## config.mk

```make
export PLATFORM = sky130hd
export DESIGN_NAME = ripple_alu
export DESIGN_NICKNAME = d
export VERILOG_FILES = /design/src/rtl/ralu_pkg.sv /design/src/rtl/alu_bit_slice.sv /design/src/rtl/alu_msb_flags.sv /design/src/rtl/alu_zero_detect.sv /design/src/rtl/ripple_alu.sv
export SDC_FILE = /design/constraint.sdc
export NUM_CORES = 1
export LEC_CHECK = 0
export BUFFER_PORTS_ARGS = -buffer_cell sky130_fd_sc_hd__buf_2
export CAP_MARGIN = 20
export CORE_AREA = 4 4 93 138
export DETAILED_ROUTE_END_ITERATION = 10
export DIE_AREA = 0 0 97 142
export SYNTH_ARGS = -nofsm -noshare
export SYNTH_HDL_FRONTEND = slang
export SYNTH_HIERARCHICAL = 1
export SYNTH_SLANG_ARGS = --single-unit
```

## constraint.sdc

```tcl
create_clock -name vclk -period 24.8
set_input_delay 2.48 -clock vclk [all_inputs]
set_output_delay 2.48 -clock vclk [all_outputs]
set_load 0.1 [all_outputs]
```

## src/rtl/ralu_pkg.sv

```systemverilog
package ralu_pkg;

    typedef enum logic [1:0] {
        SEL_AND  = 2'd0,
        SEL_OR   = 2'd1,
        SEL_SUM  = 2'd2,
        SEL_LESS = 2'd3
    } sel_e;

    typedef struct packed {
        logic inv_a;
        logic neg_b;
        sel_e sel;
    } ctrl_t;

    // True for the six supported control codes
    function automatic logic ctrl_supported(input logic [3:0] code);
        case (code)
            4'b0000, 4'b0001, 4'b0010,
            4'b0110, 4'b0111, 4'b1100: return 1'b1;
            default:                   return 1'b0;
        endcase
    endfunction

endpackage

```

## src/rtl/alu_bit_slice.sv

```systemverilog
module alu_bit_slice
    import ralu_pkg::*;
(
    input  logic a,
    input  logic b,
    input  logic inv_a,
    input  logic neg_b,
    input  logic carry_in,
    input  logic less,
    input  sel_e sel,
    output logic sum,
    output logic result,
    output logic carry_out
);

    logic a_eff;
    logic b_eff;

    always_comb begin
        a_eff     = a ^ inv_a;
        b_eff     = b ^ neg_b;
        sum       = a_eff ^ b_eff ^ carry_in;
        carry_out = (a_eff & b_eff) | (a_eff & carry_in) | (b_eff & carry_in);
    end

    always_comb begin
        unique case (sel)
            SEL_AND:  result = a_eff & b_eff;
            SEL_OR:   result = a_eff | b_eff;
            SEL_SUM:  result = sum;
            SEL_LESS: result = less;
            default:  result = 1'b0;
        endcase
    end

endmodule

```

## src/rtl/alu_msb_flags.sv

```systemverilog
module alu_msb_flags (
    input  logic carry_into_msb,
    input  logic carry_out_msb,
    input  logic sum_msb,
    output logic overflow,
    output logic set_less
);

    always_comb begin
        overflow = carry_into_msb ^ carry_out_msb;
        // Sign of the true difference, corrected for overflow
        set_less = sum_msb ^ overflow;
    end

endmodule

```

## src/rtl/alu_zero_detect.sv

```systemverilog
module alu_zero_detect #(
    parameter int WIDTH = 32
) (
    input  logic [WIDTH-1:0] value,
    output logic             is_zero
);

    always_comb is_zero = ~|value;

endmodule

```

## src/rtl/ripple_alu.sv

```systemverilog
module ripple_alu
    import ralu_pkg::*;
#(
    parameter int WIDTH = 32
) (
    input  logic [WIDTH-1:0] op_a,
    input  logic [WIDTH-1:0] op_b,
    input  logic [3:0]       ctrl,
    output logic [WIDTH-1:0] result,
    output logic             zero,
    output logic             overflow,
    output logic             carry_out
);

    localparam int MSB = WIDTH - 1;

    ctrl_t            ctl;
    logic             code_ok;
    logic [WIDTH:0]   chain;
    logic [WIDTH-1:0] sums;
    logic [WIDTH-1:0] raw;
    logic             set_less;

    always_comb begin
        ctl      = ctrl_t'(ctrl);
        code_ok  = ctrl_supported(ctrl);
        chain[0] = ctl.neg_b;
    end

    for (genvar i = 0; i < WIDTH; i++) begin : g_slice
        logic less_in;
        if (i == 0) begin : g_lsb
            always_comb less_in = set_less;
        end else begin : g_upper
            always_comb less_in = 1'b0;
        end

        alu_bit_slice u_slice (
            .a         (op_a[i]),
            .b         (op_b[i]),
            .inv_a     (ctl.inv_a),
            .neg_b     (ctl.neg_b),
            .carry_in  (chain[i]),
            .less      (less_in),
            .sel       (ctl.sel),
            .sum       (sums[i]),
            .result    (raw[i]),
            .carry_out (chain[i+1])
        );
    end

    alu_msb_flags u_flags (
        .carry_into_msb (chain[MSB]),
        .carry_out_msb  (chain[WIDTH]),
        .sum_msb        (sums[MSB]),
        .overflow       (overflow),
        .set_less       (set_less)
    );

    always_comb begin
        result    = code_ok ? raw : '0;
        carry_out = chain[WIDTH];
    end

    alu_zero_detect #(.WIDTH(WIDTH)) u_zero (
        .value   (result),
        .is_zero (zero)
    );

    always_comb begin
        if (ctrl == 4'b0010) begin
            assert_add_sum_R3: assert ({carry_out, result} == ({1'b0, op_a} + {1'b0, op_b}))
                else $error("ripple sum disagrees with arithmetic add");
        end
        if (ctrl == 4'b0110) begin
            assert_sub_diff_R4: assert (result == op_a - op_b)
                else $error("ripple difference disagrees with subtract");
        end
        if (ctrl == 4'b0111) begin
            assert_slt_bit_R5: assert (result == {{(WIDTH-1){1'b0}}, ($signed(op_a) < $signed(op_b))})
                else $error("set-on-less-than wrong");
        end
        if (ctrl == 4'b0010) begin
            assert_add_ovf_R8: assert (overflow == ((op_a[MSB] == op_b[MSB]) && (result[MSB] != op_a[MSB])))
                else $error("overflow flag wrong on add");
        end
        if (!ctrl_supported(ctrl)) begin
            assert_unused_zero_R9: assert (zero && result == '0)
                else $error("unused code leaked a result");
        end
    end

endmodule

```

==> reports/results.ini, run 1 <==
[worst_setup_path]
path_max_fanout = 4
worst_path_largest_cell_delay_ns = 0.49
worst_path_most_repeated_cell = inv_1
endpoint_kind = primary output
worst-path-buf-inv = 66
path_class = in -> out
path_delay_family = adder cells
start_kind = input pin
worstPathRequired_ns = 22.32
worst_path_max_delay_cell = mux4_2
arrival_ns = 21.06

[floorplan]
die_area_mm2 = 0.0138
core_area_mm2 = 0.0116
fp.dieW_um = 97
die_h_um = 142
rows = 48
ios = 103
start_util_pct = 39.2

[logic_synthesis]
syn_area_per_cell_um2 = 8.88
syn_inst = 512
seq_area_frac_synth_pct = 0
ys_warn_count = 6
syn_area_mm2 = 0.00455
yosysTopAreaCell = inv_1
yosys.cell_types.count = 22
synth_area_leaders = inv_1 (18%), ha_1 (18%), mux4_2 (16%), fa_1 (14%), o32ai_2 (9.7%)
synth_top_cell_area_share_pct = 18.5

[placement]
placedInstanceArea_mm2 = 0.00536
dp_hpwl_um = 8420
portBuffers = 103
post-place-ws_ns = 0.510
place_inst = 787
gp_congestion = 0.806

[detailed_routing]
route.detailed.drc = 0
vias = 3557
wire_per_inst_um = 12.8
wirelength_um = 10100
avgViaCountPerCell = 4.51
ant_nets = 0
first_iter_violations = 89
first_pass_iters = 4

[finish]
final_cell_area_mm2 = 0.00539
instances_no_fill = 788
ff_latch_area_um2 = 0
layout.nets = 804
fill_cells = 1150
drive_gt1_share_pct = 29.5
clockBufferCount = 0
final_cell_mix = inv_1 (221), buf_2 (101), ha_1 (64)
n_sequential_cell = 0
layout_commonest_cell = inv_1
syn_to_final_growth_pct = 18.5
diodes = 0

[sta]
layout_min_cycle_time_ns = 23.54
hold_viol_final = 0
min_period_over_period_pct = 94.9
report.final.slew_viol_count = 0
max_freq_ghz = 0.0425
setup-violations-final = 0
fin_ws_ns = 1.26
rsz0062_at_grt = false
tightestPinTransition_ns = 0.991
relSlewSlack_pct = 33.9
fin_setup_tns_ns = 0

[min_path]
hold_path.class = in -> out

[global_route]
grt_usage_pct = 14.7
grt_max_degree = 41
grt_pass1_wl_um = 17100
overflow = 0
grt_pass1_vias = 3794
grt_antenna_before_repair = 0

[power_and_ir_drop]
peakVddDrop_mv = 0.0245
power_density_mw_per_mm2 = 38.5
power_w = 0.000207
leakage_nw = 3.07

[status]
status = finished clean

[job]
drv_cap = 0

-- synthesized netlist by cell type (2+ instances only) --
cell type	number
xnor2_1	32
mux4_2	32
ha_1	64
o32ai_4	3
nand2b_1	32
xor2_1	33
buf_4	6
nor4_1	7
fa_1	32
o32ai_2	27
nand4_1	2
clkbuf_1	5
inv_1	224
buf_6	4
o32ai_1	2
-- through the flow --
| step | utilization [%] | hold WS, ns |
|---|---|---|
| 2_1_floorplan | - | 5.39 |
| 3_3_place_gp | 46.2 | 5.74 |
| 3_5_place_dp | 46.2 | 5.76 |
| 4_1_cts | 46.2 | 5.76 |
| 5_1_grt | 46.5 | 5.80 |
| 6_report | 46.5 | 5.75 |
-- cell families after synthesis --
family	count (synthesis)	synth area share, %
and+or+nand+nor	46	6.58
buffers and inverters	239	20.9
muxes	32	15.9
other	1	0.0825
AOI/OAI and AO/OA	32	11.9
adders and majority gates	96	31.7
xor gates and xnor gates	66	13.0
-- path summary, 6_finish.rpt --
path	endpoint	slack, ns	start	cells after the start
setup / recovery	zero	1.26	ctrl[2]	106
hold / removal	carry_out	5.75	op_b[31]	6
-- cell type report --
type	count	area (um^2)	share of cell area, %
Multi-Input combinational cell	303	3770	69.9
Timing Repair Buffer	111	593	11.0
Tap cell	150	188	3.48
Inverter	224	841	15.6
-- power by group --
part	switching (W)	internal (W)
registers	0	0
logic	0.000137	0.0000703
clock network	0	0
total	0.000137	0.0000703
-- tightest hold or removal path, stage by stage --
cell and delay (ns):
buf_2 0.09, xor2_1 0.07, inv_1 0.10, fa_1 0.19
inv_2 0.05, buf_2 0.29
-- routing by layer --
metal	global-route usage [%]	share of wire, %	vias to the layer above	wire (um)
met4	0.888	0.88	0	89
met5	0	0	-	0
met3	0.638	2.7	6	275
li1	-	-	1742	-
met1	15.5	35	1750	3510
met2	32.4	62	59	6190
-- repair_timing --
action,4_1_cts,5_1_grt
endpoints found under the setup margin,0,1
gates resized for setup,0,10
buffers inserted,0,1
hold buffers,0,0
No activity file was read; power rests on OpenSTA's default activity.
==> run 2: changes to the inputs <==
--- a/config.mk
+++ b/config.mk
@@ -7,9 +7,10 @@
 export LEC_CHECK = 0
 export BUFFER_PORTS_ARGS = -buffer_cell sky130_fd_sc_hd__buf_2
 export CAP_MARGIN = 20
-export CORE_AREA = 4 4 93 138
+export CORE_AREA = 4 4 83 124
 export DETAILED_ROUTE_END_ITERATION = 10
-export DIE_AREA = 0 0 97 142
+export DIE_AREA = 0 0 87 128
+export PLACE_DENSITY = 0.74
 export SYNTH_ARGS = -nofsm -noshare
 export SYNTH_HDL_FRONTEND = slang
 export SYNTH_HIERARCHICAL = 1
==> reports/results.ini, run 2 (synthesis gave the netlist of run 1 again) <==
[global_route]
grt_pass1_vias = 3947  ; was 3794
grt_max_degree = 46  ; was 41
grt_antenna_before_repair = 0  ; unchanged
overflow = 0  ; unchanged
grt_pass1_wl_um = 17000  ; was 17100 um
grt_usage_pct = 18.6  ; was 14.7%

[worst_setup_path]
path_max_fanout = 3  ; was 4
critPathCapture = zero  ; unchanged
arrival_ns = 21.08  ; was 21.06 ns
path_delay_family = adder cells  ; unchanged
critical_path_depth = 106  ; unchanged
worst_path_largest_cell_delay_ns = 0.50  ; was 0.49 ns
path_class = in -> out  ; unchanged
worst_path_max_delay_cell = mux4_2  ; unchanged
worst_path_most_repeated_cell = inv_1  ; unchanged
endpoint_kind = primary output  ; unchanged
start_kind = input pin  ; unchanged
worst-path-buf-inv = 66  ; unchanged
worstPathRequired_ns = 22.32  ; about the same
crit_start = op_b[0]  ; was ctrl[2]

[placement]
dp_hpwl_um = 8250  ; was 8420 um
gp_congestion = 0.783  ; was 0.806
post-place-ws_ns = 0.285  ; was 0.510 ns
place_inst = 748  ; was 787
portBuffers = 103  ; unchanged

[power_and_ir_drop]
leakage_nw = 3.10  ; was 3.07 nW
peakVddDrop_mv = 0.0379  ; was 0.0245 mV
power_density_mw_per_mm2 = 39.0  ; was 38.5 mW/mm^2

[status]
status = finished clean  ; unchanged

[detailed_routing]
vias = 3555  ; was 3557
first_iter_violations = 109  ; was 89
route.detailed.drc = 0  ; unchanged
first_pass_iters = 4  ; unchanged
wire_per_inst_um = 13.1  ; was 12.8 um
ant_nets = 0  ; unchanged
wirelength_um = 9870  ; was 10100 um
avgViaCountPerCell = 4.73  ; was 4.51

[sta]
fin_ws_ns = 1.24  ; was 1.26 ns
layout_min_cycle_time_ns = 23.56  ; was 23.54 ns
tightestPinTransition_ns = 0.987  ; was 0.991 ns
max_freq_ghz = 0.0424  ; was 0.0425 GHz
min_period_over_period_pct = 95.0  ; was 94.9%
hold_viol_final = 0  ; unchanged
relSlewSlack_pct = 34.2  ; was 33.9%
report.final.slew_viol_count = 0  ; unchanged
setup-violations-final = 0  ; unchanged

[finish]
layout.nets = 806  ; was 804
diodes = 0  ; unchanged
drive_gt1_share_pct = 30.0  ; was 29.5%
instances_no_fill = 752  ; was 788
final_cell_mix = inv_1 (221), buf_2 (101), ha_1 (64)  ; unchanged
clockBufferCount = 0  ; unchanged
layout_commonest_cell = inv_1  ; unchanged
syn_to_final_growth_pct = 19.1  ; was 18.5%
multi_input_area_mm2 = 0.00378  ; was 0.00377 mm^2
n_sequential_cell = 0  ; unchanged
ff_latch_area_um2 = 0  ; unchanged
fill_cells = 814  ; was 1150

[job]
drv_cap = 0  ; unchanged

[floorplan]
ios = 103  ; unchanged
start_util_pct = 49.4  ; was 39.2%
rows = 43  ; was 48
fp.dieW_um = 87  ; was 97 um
die_h_um = 128  ; was 142 um
core_area_mm2 = 0.00920  ; was 0.0116 mm^2
die_area_mm2 = 0.0111  ; was 0.0138 mm^2

[min_path]
hold_depth = 5  ; was 6
hold_path.class = in -> out  ; unchanged

run 2: changes by cell type in the layout (fill, tap and decap cells not counted):
cell      change
buf_16        +2
fa_1          -2
fa_2          +2
buf_4         +1
clkbuf_4      -1
xor2_2        -1
xor2_4        +1
run 2: through the flow:
stage	utilization, %	hold WS (ns)	setup TNS (ns)	area, um^2	total power, W
2_1_floorplan	-	5.39	0	4670	0.000167
3_3_place_gp	57.5	5.74	0	5290	0.000199
3_5_place_dp	57.8	5.78	0	5320	0.000210
4_1_cts	57.8	5.78	0	5320	0.000210
5_1_grt	58.8	5.83	-0.0223	5410	0.000234
6_report	58.8	5.78	0	5410	0.000211
run 2: cell type report:
class / count / area share (%)
multi-input combinational: 303 / 69.9
inverter: 224 / 15.5
timing repair buffer: 113 / 12.0
tap: 112 / 2.59
run 2: what timing repair did:
action	CTS	global route
setup buffers	0	4
endpoints found under the setup margin	0	3
hold buffers	0	0
resized for setup	0	18
run 2: worst min path at each step:
stage | start | endpoint | slack (ns)
final | op_a[31] | carry_out | 5.78
after global routing | op_a[31] | carry_out | 5.83
after CTS | op_a[31] | carry_out | 5.78
after detailed placement | op_a[31] | carry_out | 5.78
after global placement | op_b[31] | carry_out | 5.74
after floorplan | ctrl[3] | result[0] | 5.39
run 2: where the power goes:
group          total (W)  switching [W]  leakage, nW  internal, W
Clock                  0              0            0            0
Sequential             0              0            0            0
Combinational   0.000211       0.000138         3.10    0.0000731
Total           0.000211       0.000138         3.10    0.0000731
run 2: worst min-delay path, cell delays in order:
cell and delay [ns]:
buf_2 0.08, xnor2_1 0.18, fa_1 0.21, inv_2 0.05, buf_2 0.29
run 2: routing by layer:
layer,share of wire [%],GRT usage (%)
met5,0,0
met4,2.3,4.22
met3,3.2,0.707
met2,59,38.3
met1,35,19.9
